**src/rtl/ivc_pkg.sv**
```systemverilog
package ivc_pkg;
    localparam int IVC_NSRC = 6;

    typedef enum logic [2:0] {
        SRC_EXT0 = 3'd0,
        SRC_TMR0 = 3'd1,
        SRC_EXT1 = 3'd2,
        SRC_TMR1 = 3'd3,
        SRC_SER  = 3'd4,
        SRC_TMR2 = 3'd5
    } ivc_src_e;

    typedef enum logic {
        LVL_LO = 1'b0,
        LVL_HI = 1'b1
    } ivc_lvl_e;
endpackage

```
**src/rtl/ivc_seq.sv**
```systemverilog
module ivc_seq #(
    parameter int STATES  = 6,
    parameter int SAMP_ST = 1,
    localparam int SW     = $clog2(STATES)
) (
    input  logic          clk,
    input  logic          rst_n,
    output logic [SW-1:0] state_o,
    output logic          cap_o
);
    logic [SW-1:0] st_d, st_q;

    always_comb begin
        st_d = (st_q == SW'(STATES - 1)) ? '0 : st_q + 1'b1;
    end

    always_ff @(posedge clk or negedge rst_n) begin
        if (!rst_n) st_q <= '0;
        else        st_q <= st_d;
    end

    assign state_o = st_q;
    assign cap_o   = (st_q == SW'(SAMP_ST));

    // the sequencer wraps only from the last state
    a_r5_wrap: assert property (@(posedge clk) disable iff (!rst_n)
        (st_q == SW'(STATES - 1)) |=> (st_q == '0));
endmodule

```
**src/rtl/ivc_pick.sv**
```systemverilog
module ivc_pick #(
    parameter int N  = 6,
    localparam int VW = $clog2(N)
) (
    input  logic [N-1:0]  req_i,
    output logic          valid_o,
    output logic [VW-1:0] idx_o
);
    always_comb begin
        valid_o = |req_i;
        idx_o   = '0;
        for (int i = N - 1; i >= 0; i--) begin
            if (req_i[i]) idx_o = VW'(i);
        end
    end
endmodule

```
**src/rtl/ivc_core.sv**
```systemverilog
module ivc_core
    import ivc_pkg::*;
#(
    parameter int          N_SRC    = IVC_NSRC,
    parameter int          STATES   = 6,
    parameter int          SAMP_ST  = 1,
    parameter logic [N_SRC-1:0] CLR_MASK = 6'b001111,
    localparam int         VW       = $clog2(N_SRC),
    localparam int         SW       = $clog2(STATES),
    localparam int         RW       = N_SRC + 2,
    localparam int         RSV_BIT  = N_SRC,
    localparam int         GEN_BIT  = N_SRC + 1
) (
    input  logic             clk,
    input  logic             rst_n,
    input  logic [N_SRC-1:0] flag_i,
    input  logic             en_we_i,
    input  logic             pri_we_i,
    input  logic [RW-1:0]    wdata_i,
    input  logic             ack_i,
    input  logic             reti_i,
    output logic             irq_o,
    output logic [VW-1:0]    vec_o,
    output logic             lvl_o,
    output logic [N_SRC-1:0] clr_o,
    output logic [RW-1:0]    en_rd_o,
    output logic [N_SRC-1:0] pri_rd_o,
    output logic [SW-1:0]    mstate_o
);
    typedef struct packed {
        logic [RW-1:0]    en;
        logic [N_SRC-1:0] pri;
        logic [N_SRC-1:0] snap;
        logic [1:0]       act;   // [1] high in service, [0] low in service
        logic [N_SRC-1:0] clr;
    } regs_t;

    localparam logic [RW-1:0] EN_WMASK = ~(RW'(1) << RSV_BIT);

    regs_t r_d, r_q;
    logic  cap;
    logic [N_SRC-1:0] live, hi_req, lo_req;
    logic  hi_v, lo_v;
    logic [VW-1:0] hi_idx, lo_idx;
    logic [N_SRC-1:0] ack_sel;
    logic  take;

    ivc_seq #(.STATES(STATES), .SAMP_ST(SAMP_ST)) u_seq (
        .clk     (clk),
        .rst_n   (rst_n),
        .state_o (mstate_o),
        .cap_o   (cap)
    );

    assign live   = r_q.snap & r_q.en[N_SRC-1:0] & {N_SRC{r_q.en[GEN_BIT]}};
    assign hi_req = live & r_q.pri & {N_SRC{~r_q.act[1]}};
    assign lo_req = live & ~r_q.pri & {N_SRC{r_q.act == 2'b00}};

    ivc_pick #(.N(N_SRC)) u_pick_hi (.req_i(hi_req), .valid_o(hi_v), .idx_o(hi_idx));
    ivc_pick #(.N(N_SRC)) u_pick_lo (.req_i(lo_req), .valid_o(lo_v), .idx_o(lo_idx));

    assign irq_o   = hi_v | lo_v;
    assign lvl_o   = hi_v;
    assign vec_o   = hi_v ? hi_idx : lo_idx;
    assign take    = ack_i & irq_o;
    assign ack_sel = N_SRC'(1) << vec_o;

    always_comb begin
        r_d     = r_q;
        r_d.clr = '0;
        if (en_we_i)  r_d.en  = wdata_i & EN_WMASK;
        if (pri_we_i) r_d.pri = wdata_i[N_SRC-1:0];
        if (cap)      r_d.snap = flag_i;
        if (reti_i) begin
            if (r_q.act[1]) r_d.act[1] = 1'b0;
            else            r_d.act[0] = 1'b0;
        end
        if (take) begin
            r_d.snap = r_d.snap & ~ack_sel;
            r_d.clr  = ack_sel & CLR_MASK;
            if (lvl_o) r_d.act[1] = 1'b1;
            else       r_d.act[0] = 1'b1;
        end
    end

    always_ff @(posedge clk or negedge rst_n) begin
        if (!rst_n) r_q <= '0;
        else        r_q <= r_d;
    end

    assign clr_o    = r_q.clr;
    assign en_rd_o  = r_q.en;
    assign pri_rd_o = r_q.pri;

    a_r4_rsvd_zero: assert property (@(posedge clk) disable iff (!rst_n)
        r_q.en[RSV_BIT] == 1'b0);

    a_r3_global_off: assert property (@(posedge clk) disable iff (!rst_n)
        !r_q.en[GEN_BIT] |-> !irq_o);

    a_r8_high_blocks: assert property (@(posedge clk) disable iff (!rst_n)
        r_q.act[1] |-> !irq_o);

    a_r8_low_only_high: assert property (@(posedge clk) disable iff (!rst_n)
        (r_q.act[0] && irq_o) |-> lvl_o);

    a_r10_clear_pulse: assert property (@(posedge clk) disable iff (!rst_n)
        (take && (vec_o < VW'(4))) |=> (clr_o == (N_SRC'(1) << $past(vec_o))));

    a_r10_no_clear: assert property (@(posedge clk) disable iff (!rst_n)
        (take && (vec_o >= VW'(4))) |=> (clr_o == '0));

    a_r10_onehot: assert property (@(posedge clk) disable iff (!rst_n)
        $onehot0(clr_o));

    a_r5_hold: assert property (@(posedge clk) disable iff (!rst_n)
        (!cap && !take) |=> $stable(r_q.snap));
endmodule

```
**config.mk**
```make
export PLATFORM = sky130hd
export DESIGN_NAME = ivc_core
export DESIGN_NICKNAME = d
export VERILOG_FILES = /design/src/rtl/ivc_pkg.sv /design/src/rtl/ivc_seq.sv /design/src/rtl/ivc_pick.sv /design/src/rtl/ivc_core.sv
export SDC_FILE = /design/constraint.sdc
export NUM_CORES = 1
export LEC_CHECK = 0
export ABC_CLOCK_PERIOD_IN_PS = 2880
export BUFFER_PORTS_ARGS = -buffer_cell sky130_fd_sc_hd__buf_4
export CORE_ASPECT_RATIO = 0.9
export CORE_MARGIN = 10
export CORE_UTILIZATION = 37
export CTS_BUF_LIST = sky130_fd_sc_hd__clkbuf_8 sky130_fd_sc_hd__clkbuf_16
export CTS_CLUSTER_DIAMETER = 50
export DETAILED_ROUTE_END_ITERATION = 10
export GPL_TIMING_DRIVEN = 0
export PLACE_DENSITY = 0.7
export SETUP_SLACK_MARGIN = 0.02
export SYNTH_ARGS = -nofsm -noshare
export SYNTH_HDL_FRONTEND = slang
export SYNTH_HIERARCHICAL = 1
export SYNTH_SLANG_ARGS = --single-unit
```
**constraint.sdc**
```tcl
create_clock -name clk -period 2.88 [get_ports clk]
set_input_delay 0.432 -clock clk [delete_from_list [all_inputs] [get_ports clk]]
set_output_delay 0.432 -clock clk [all_outputs]
set_load 0.005 [all_outputs]
```
---- After elaboration in Yosys (flattened, before gate mapping) ----
Index checks and enable logic that the tools add are counted.
operators by class
  mux-type cells .......................... 20
  shift operators ......................... 1
  bitwise logic cells ..................... 12
  reduce and logical (&&, ||, !) cells .... 3
  $mul .................................... 0
  magnitude comparators ................... 0
  $add $sub $neg .......................... 1
  div/mod/pow operators ................... 0
  equal/unequal tests ..................... 2
operators with widths
  operator                                              count
  AND 6 bit                                             7
  two-way mux 3 bit                                     14
  two-way mux 14 bit                                    1
  NOT 6 bit                                             2
  OR reduction 6 bit                                    2
  two-way mux 6 bit                                     1
  << shifter 1 x 3 -> 6 bit (first input constant)      1
  adder 3 x 1 -> 3 bit (second input constant)          1
  equality test 3 x 1 -> 1 bit (second input constant)  1
  equality test 3 bit (second input constant)           1
  two-way mux 1 bit                                     3
  logical NOT 2 bit                                     1
  two-way mux 2 bit                                     1
  AND 1 bit                                             1
  NOT 1 bit                                             1
  OR 1 bit                                              1
word-level totals
  flip-flop bits (word level) ............. 30
  bits of input ports ..................... 20
  latch bits .............................. 0
  bits in read-only memories .............. 0
  output and inout port bits .............. 28
  bits in writable memories ............... 0
  memories ................................ 0

---- Logic depth before layout (Yosys ltp) ----
Gate-level depths: netlist of the first run.
  depth in word-level cells ............... 15
  gate-level depth with buffers ........... 9

---- Cells and area by module ----
The synthesis of the first run kept the hierarchy.
by module, submodules not included
  module    instances  cells each  area each (µm²)  seq. area each (µm²)
  ivc_core  1          118         1333.8           625.6
  ivc_seq   1          9           115.1            75.1
  ivc_pick  2          10          52.6             0.0

---- Least setup slack after synthesis of the first run ----
Ideal clock, no wire load.
  path kind ............................... register to output
  start ................................... register r_q (netlist bit en_rd_o[7])
  end ..................................... output port vec_o[1]
  data arrival time ....................... 2.153 ns
  buffers on the path ..................... 1
  stages on the path, launching flop included .. 7
  path slack .............................. 0.295 ns
  path through ............................ dfrtp_1 > and2b_1 > and4_1 > or4_1 > or3_1 > buf_6 > mux2_4
between the ends
  elaborated cells on any way between the ends .. 17
  those cells by class .................... mux (11); bitwise (5); reduce/logical (1)
RTL lines
  what                      line            RTL
  start: declaration        ivc_core.sv:40  regs_t r_d, r_q;
  start signal: assignment  ivc_core.sv:88  else r_q <= r_d;
  AND 6 bit                 ivc_core.sv:55  assign live = r_q.snap & r_q.en[N_SRC-1:0] & {N_SRC{r_q.en[GEN_BIT]}};
  AND 6 bit (2 in a row)    ivc_core.sv:56  assign hi_req = live & r_q.pri & {N_SRC{~r_q.act[1]}};
  named net hi_req[0]       ivc_core.sv:42  logic [N_SRC-1:0] live, hi_req, lo_req;
  OR reduction 6 bit        ivc_pick.sv:10  valid_o = |req_i;
  named net lvl_o           ivc_core.sv:24  output logic lvl_o,
  two-way mux 3 bit         ivc_core.sv:64  assign vec_o = hi_v ? hi_idx : lo_idx;
  end: declaration          ivc_core.sv:23  output logic [VW-1:0] vec_o,
The timed path passes the listed nets, and every way through them passes these cells.

---- Worst setup path after layout of the first run ----
  start ................................... register r_q (netlist bit en_rd_o[7])
  end ..................................... output port vec_o[1]
between the ends
  elaborated cells on any way between the ends .. 17
  those cells by class .................... mux (11); bitwise (5); reduce/logical (1)
RTL lines
  what                            line            RTL
  AND 6 bit *                     ivc_core.sv:55
  AND 6 bit * (2 in a row)        ivc_core.sv:56
  named net hi_req[1]             ivc_core.sv:42
  two-way mux 3 bit (2 in a row)  ivc_pick.sv:13  if (req_i[i]) idx_o = VW'(i);
  two-way mux 3 bit *             ivc_core.sv:64
The timed path passes the listed nets; every way through them passes the cells marked *.

==> results.sh, run 1 <==
export IMPL_cp_startpoint="en_rd_o[7]$_DFFE_PN0P_"
export IMPL_critPathArrivalTime_ns=2.45
export IMPL_cts_tree="yes"
export IMPL_min_period_ns=2.89
export IMPL_synth_warnings=6
export IMPL_timing_worst_setup_path_type="register to output port"
export IMPL_fin_nets=224
export IMPL_setup_violations=2
export IMPL_start_util_pct=38.1
export IMPL_ir_drop_v=0.000279
export IMPL_num_vias=1183
export IMPL_viasPerCell=4.73
export IMPL_placementRows=22
export IMPL_drt_first_pass_iters=4
export IMPL_crit_path_top_delay_cell="or4_4"
export IMPL_core_area_um2=4070
export IMPL_synth_lib_cells_used_distinct=35
export IMPL_rsz0062_at_grt="true"
export IMPL_power_mw=1.06
export IMPL_end_kind="output port"
export IMPL_area_growth_pct=33.6
export IMPL_seq_power_share_pct=45.2
export IMPL_r2r_end="r_q[9]$_DFF_PN0_"
export IMPL_clk_pin_slew_ns=0.09
export IMPL_reg2regPathDepth=9
export IMPL_io_pins=48
export IMPL_hold_viol=0
export IMPL_fin_tns_setup_ns=-0.0109
export IMPL_grt_overflow_total=0
export IMPL_mostFrequentLayoutCells="69 x buf_4, 28 x dfrtp_1, 14 x mux2_2"
export IMPL_synthTopCellsByArea="dfrtp_1 45%, mux2_2 10%, buf_4 9.7%"
export IMPL_violations="setup timing"
export IMPL_worstSetupStartpointType="register"
export IMPL_yosysTopAreaCell="dfrtp_1"
export IMPL_cts_sinks=28
export IMPL_path_delay_family="simple AND/OR/NAND/NOR gates"
export IMPL_die_h_um=81.5
export IMPL_leakage_nw=1.05
export IMPL_intPower_mw=0.756
export IMPL_drv_cap=0
export IMPL_layout_commonest_cell="buf_4"
export IMPL_syn_inst=147
export IMPL_p_switching_mw=0.303
export IMPL_skew_ns=0.00710
export IMPL_grt_pass1_wl_um=5730
export IMPL_cp_slowest_stage_delay_ns=0.53
export IMPL_slew_violations=0
export IMPL_required_ns=2.45
export IMPL_drive_gt1_share_pct=53.0
export IMPL_worstSkewPairLatency_ns=0.27
export IMPL_drt_wl_total_um=3490
export IMPL_grt_usage_pct=9.76
export IMPL_synth_area_per_cell_um2=10.6
export IMPL_diodes=0
export IMPL_path_max_fanout=7
export IMPL_ant_nets=0
export IMPL_synth_edf_count=0
export IMPL_cts_buffers=3
export IMPL_drtIter0Drc=24
export IMPL_crit_buf_inv=1
export IMPL_cts_max_path_buffers=2
export IMPL_fillers=388
export IMPL_ys_seq_area_share_pct=45.1
export IMPL_power_density_nw_per_um2=510
export IMPL_swShare_pct=28.6
export IMPL_io_buffers=41
export IMPL_grt_pass1_vias=1241
export IMPL_yosys_area_top_type_share_pct=45.1
export IMPL_clkPwrFrac_pct=19.3
export IMPL_avgRoutedWirePerCell_um=14.0
export IMPL_grt_max_degree=29
export IMPL_synthFlopType="dfrtp_1"
export IMPL_ys_seq_elements=28
export IMPL_antenna_found_initial=0
export IMPL_cts_max_level=1
export IMPL_status="finished with violations"
export IMPL_synth_async_sr_flop_share_pct=100
export IMPL_netlist_area_um2=1550
export IMPL_cts_hold_buf=0
export IMPL_pwr_share_comb_pct=35.5
export IMPL_setup_ws_ns=-0.00579
export IMPL_max_freq_mhz=347
export IMPL_dp_hpwl_um=2780
export IMPL_dieArea_um2=7200
export IMPL_cts_root_buf="clkbuf_8"
export IMPL_drcViolationCount=0
export IMPL_gp_congestion=0.820
export IMPL_min_path_type="input pin to async pin"
export IMPL_finalCritPeriodShare_pct=100
export IMPL_reg2reg_slack_ns=0.20
export IMPL_fp_dieW_um=88.3
export IMPL_regToRegStartpoint="en_rd_o[7]$_DFFE_PN0P_"
export IMPL_crit_chain="and2b_2 > and4_4 > or4_4 > or3_4 > mux2_4 > buf_6"
## power by group through the flow
stage	clock [mW]	combinational [mW]	sequential, mW
floorplan	0	0.206	0.470
global placement	0	0.324	0.482
detailed placement	0	0.328	0.484
CTS	0.211	0.368	0.477
global route	0.227	0.413	0.486
finish	0.205	0.376	0.478
## routing by layer
| metal | GRT usage, % | routed length [um] | vias up |
|---|---|---|---|
| li1 | - | - | 598 |
| met1 | 11.6 | 1510 | 546 |
| met2 | 16.0 | 1620 | 37 |
| met3 | 5.04 | 344 | 2 |
| met4 | 1.13 | 12 | 0 |
| met5 | 0 | 0 | - |
## logic make-up (layout without fill, tap and decap cells)
logic type,count (synthesis),in the layout,synth area share (%)
AO/OA/AOI/OAI,13,13,5.23
other,1,3,0.241
flip-flops,28,28,45.1
multiplexers,22,22,16.4
AND/OR/NAND/NOR,52,52,20.2
buffers and inverters,31,84,12.8
## area by class of cell
class | count | area [um^2] | share of cell area [%]
well taps | 48 | 60.1 | 2.89
inverters | 7 | 26.3 | 1.27
flip-flops and latches | 28 | 701 | 33.8
multi-input cells | 90 | 696 | 33.5
clock buffers | 3 | 41.3 | 1.99
repair buffers | 51 | 390 | 18.8
plain buffers | 23 | 161 | 7.78
## through the flow
step	hold WS [ns]	cell area (um^2)	utilization [%]	instances	setup slack (ns)
2_1_floorplan	0.136	1560	-	149	0.295
5_1_grt	0.0810	2080	51.0	250	-0.0634
3_5_place_dp	0.371	1930	47.4	238	-0.00623
4_1_cts	0.0744	2050	50.3	248	-0.0706
3_3_place_gp	0.369	1930	47.4	238	-0.00260
6_report	0.0678	2080	51.0	250	-0.00579
## sequential cells by signal, summed over array words and instances, names as in the netlist
name / flops
clr_o: 4
r_q: 8
u_seq/state_o: 3
en_rd_o: 7
pri_rd_o: 6
## timing repair
item / CTS / global route
setup buffers: 8 / 2
pin swaps: 5 / 1
setup endpoints to repair: 4 / 5
gates resized for setup: 8 / 3
## worst max path at each step
stage,endpoint,slack (ns),depth (start not counted)
global route,irq_o,-0.06,6
floorplan,vec_o[1],0.30,6
global placement,vec_o[1],-0.003,7
CTS,vec_o[1],-0.07,6
detailed placement,vec_o[1],-0.006,7
finish,vec_o[1],-0.006,6
## synth_stat cells, types with 2 or more instances
master and instances:
a221oi_1 2, nor3_1 8, and3_2 2, inv_1 6, nand2_1 9, or3_1 2, mux2i_1 6, mux2_2 14
nor2_1 8, buf_4 20, and4_1 6, a21oi_1 4, a31oi_1 2, or4_1 2, o21ai_0 3, and2_1 2
nand3b_1 2, dfrtp_1 28, nand2b_1 3, clkbuf_1 3
Note: power is estimated with default switching activity, not from simulation.
==> run 2, diff against run 1 <==
Settings changed: SYNTH_HIERARCHICAL 1 to unset.
==> results.sh, run 2 <==
export IMPL_grt_overflow_total=0
export IMPL_power_density_nw_per_um2=532
export IMPL_ant_nets=0
export IMPL_fin_tns_setup_ns=0
export IMPL_dieArea_um2=7250
export IMPL_rsz0062_at_grt="false"
export IMPL_num_vias=1178
export IMPL_crit_chain="and3_4 > o21a_1 > or4_1 > o22a_4 > inv_4 > buf_4"
export IMPL_fp_dieW_um=88.7
export IMPL_cts_hold_buf=0
export IMPL_ys_seq_elements=28
export IMPL_place_area_um2=1950
export IMPL_skew_ns=0.00602
export IMPL_drt_wl_total_um=3580
export IMPL_placed_cells=235
export IMPL_drtIter0Drc=40
export IMPL_dp_hpwl_um=2930
export IMPL_grt_usage_pct=10.2
export IMPL_synthTopCellsByArea="dfrtp_1 45%, buf_4 9.6%, mux2_2 9.3%"
export IMPL_ir_drop_v=0.000342
export IMPL_fin_nets=212
export IMPL_max_freq_mhz=383
export IMPL_leakage_nw=0.985
export IMPL_min_path_type="input pin to async pin"
export IMPL_synth_most_common_cell="dfrtp_1"
export IMPL_start_util_pct=38.3
export IMPL_synthTopCellsByCount="28 x dfrtp_1, 20 x buf_4, 13 x mux2_2, 9 x nor2_1, 7 x mux2i_1"
export IMPL_ys_seq_area_share_pct=44.6
export IMPL_cts_sinks=28
export IMPL_viasPerCell=4.93
export IMPL_setup_violations=0
export IMPL_synth_area_per_cell_um2=10.9
export IMPL_drcViolationCount=0
export IMPL_grt_pass1_wl_um=6020
export IMPL_setup_ws_ns=0.268
export IMPL_io_pins=48
export IMPL_min_period_ns=2.61
export IMPL_hold_viol=0
export IMPL_seq_power_share_pct=45.4
export IMPL_grt_max_degree=29
export IMPL_post_cts_setup_buffers=0
export IMPL_die_h_um=81.8
export IMPL_layout_commonest_cell="buf_4"
export IMPL_drt_first_pass_iters=4
export IMPL_cts_resized=0
export IMPL_relSlewSlack_pct=24.0
export IMPL_worstSkewPairLatency_ns=0.27
export IMPL_largest_reg_flops=8
export IMPL_cts_tree="yes"
export IMPL_required_ns=2.45
export IMPL_synthFlopType="dfrtp_1"
export IMPL_p_switching_mw=0.320
export IMPL_worstSetupStartpointType="register"
export IMPL_drv_cap=0
export IMPL_pre_cts_ws_ns=0.575
export IMPL_syn_inst=144
export IMPL_finalCritPeriodShare_pct=90.7
export IMPL_synth_lib_cells_used_distinct=40
export IMPL_synth_warnings=0
export IMPL_regMostFlops="r_q"
export IMPL_cts_root_buf="clkbuf_8"
export IMPL_gp_congestion=0.820
export IMPL_io_buffers=41
export IMPL_core_area_um2=4100
export IMPL_avgRoutedWirePerCell_um=15.0
export IMPL_antenna_found_initial=0
export IMPL_placementRows=22
export IMPL_final_core_util_pct=48.8
export IMPL_timing_worst_setup_path_type="register to output port"
export IMPL_synth_async_sr_flop_share_pct=100
export IMPL_cts_buffers=3
export IMPL_drive_gt1_share_pct=47.1
export IMPL_intPower_mw=0.746
export IMPL_grt_pass1_vias=1281
export IMPL_mostFrequentLayoutCells="61 x buf_4, 28 x dfrtp_1, 13 x mux2_2"
export IMPL_yosys_area_top_type_share_pct=44.6
export IMPL_cp_slowest_stage_delay_ns=0.56
export IMPL_cts_max_level=1
export IMPL_status="completed"
export IMPL_path_max_fanout=6
export IMPL_critPathArrivalTime_ns=2.18
export IMPL_clk_pin_slew_ns=0.10
export IMPL_pwr_share_comb_pct=32.0
export IMPL_swShare_pct=30.0
export IMPL_finalNonFillerCells=239
export IMPL_synth_edf_count=0
export IMPL_area_growth_pct=27.4
export IMPL_diodes=0
export IMPL_tightest_slew_ns=1.13
export IMPL_cts_max_path_buffers=2
export IMPL_end_kind="output port"
export IMPL_yosysTopAreaCell="dfrtp_1"
export IMPL_crit_path_top_delay_cell="or4_1"
export IMPL_clkPwrFrac_pct=22.6
export IMPL_stdcell_area_um2=2000
export IMPL_netlist_area_um2=1570
export IMPL_slew_violations=0
==> run 2: cell types whose count changed after synthesis, moves of 3 or more <==
cell      before  now
and4_1         6    0
nand2_1        9    4
a211oi_1       0    3
a21oi_2        0    3
inv_1          6    3
nand3_1        1    4
nand3b_1       2    5
==> run 2: layer usage <==
layer  wire [um]  up-vias  GRT usage, %
met3         304        2          4.45
met2        1550       41          15.8
met5           0        -             0
met4          21        0         0.645
met1        1710      551          13.6
li1            -      584             -
==> run 2: worst max-delay path: cells and delay by family (launching register included) <==
| kind | cells | cell delay, ns |
|---|---|---|
| and+or+nand+nor | 2 | 0.75 |
| DFF | 1 | 0.42 |
| AOI/OAI and AO/OA | 2 | 0.49 |
| buffers and inverters | 2 | 0.23 |
==> run 2: power by group through the flow <==
stage                     Sequential [mW]  Clock [mW]  Combinational, mW
final                               0.484       0.241              0.341
after global routing                0.493       0.267              0.378
after CTS                           0.484       0.250              0.347
after detailed placement            0.492           0              0.345
after global placement              0.490           0              0.340
after floorplan                     0.476           0              0.218
==> run 2: cell families (layout without fill, tap and decap cells) <==
logic type,count (synthesis),after routing,share of synthesized area (%)
muxes,20,20,13.8
DFF,28,28,44.6
buffers and inverters,27,72,11.9
other,1,3,0.239
and+or+nand+nor,40,40,15.3
AOI/OAI and AO/OA,28,28,14.2
==> run 2: through the flow <==
step	hold WS [ns]	total power, mW
2_1_floorplan	0.136	0.693
3_3_place_gp	0.366	0.830
3_5_place_dp	0.369	0.837
4_1_cts	0.0632	1.08
5_1_grt	0.0674	1.14
6_report	0.0538	1.07
==> run 2: worst paths after layout <==
kind                                       startpoint                          to  slack, ns  cells past startpoint
min                                             rst_n  u_seq.state_o[0]$_DFF_PN0_       0.05                      1
max reg2reg                          r_q[7]$_DFF_PN0_           r_q[12]$_DFF_PN0_       0.92                      6
min reg2reg                u_seq.state_o[2]$_DFF_PN0_  u_seq.state_o[2]$_DFF_PN0_       0.51                      1
max in group asynchronous                       rst_n     pri_rd_o[4]$_DFFE_PN0P_       2.56                      1
min in group clk                               reti_i            r_q[7]$_DFF_PN0_       0.36                      2
max                                  r_q[9]$_DFF_PN0_                    vec_o[0]       0.27                      6
==> run 2: area by class of cell <==
cell class	instances	area, um^2
timing repair buffer	41	308
clock buffer	4	55.1
multi-input combinational	91	691
inverter	4	17.5
fill	395	2100
buffer	23	169
tap	48	60.1
sequential	28	701
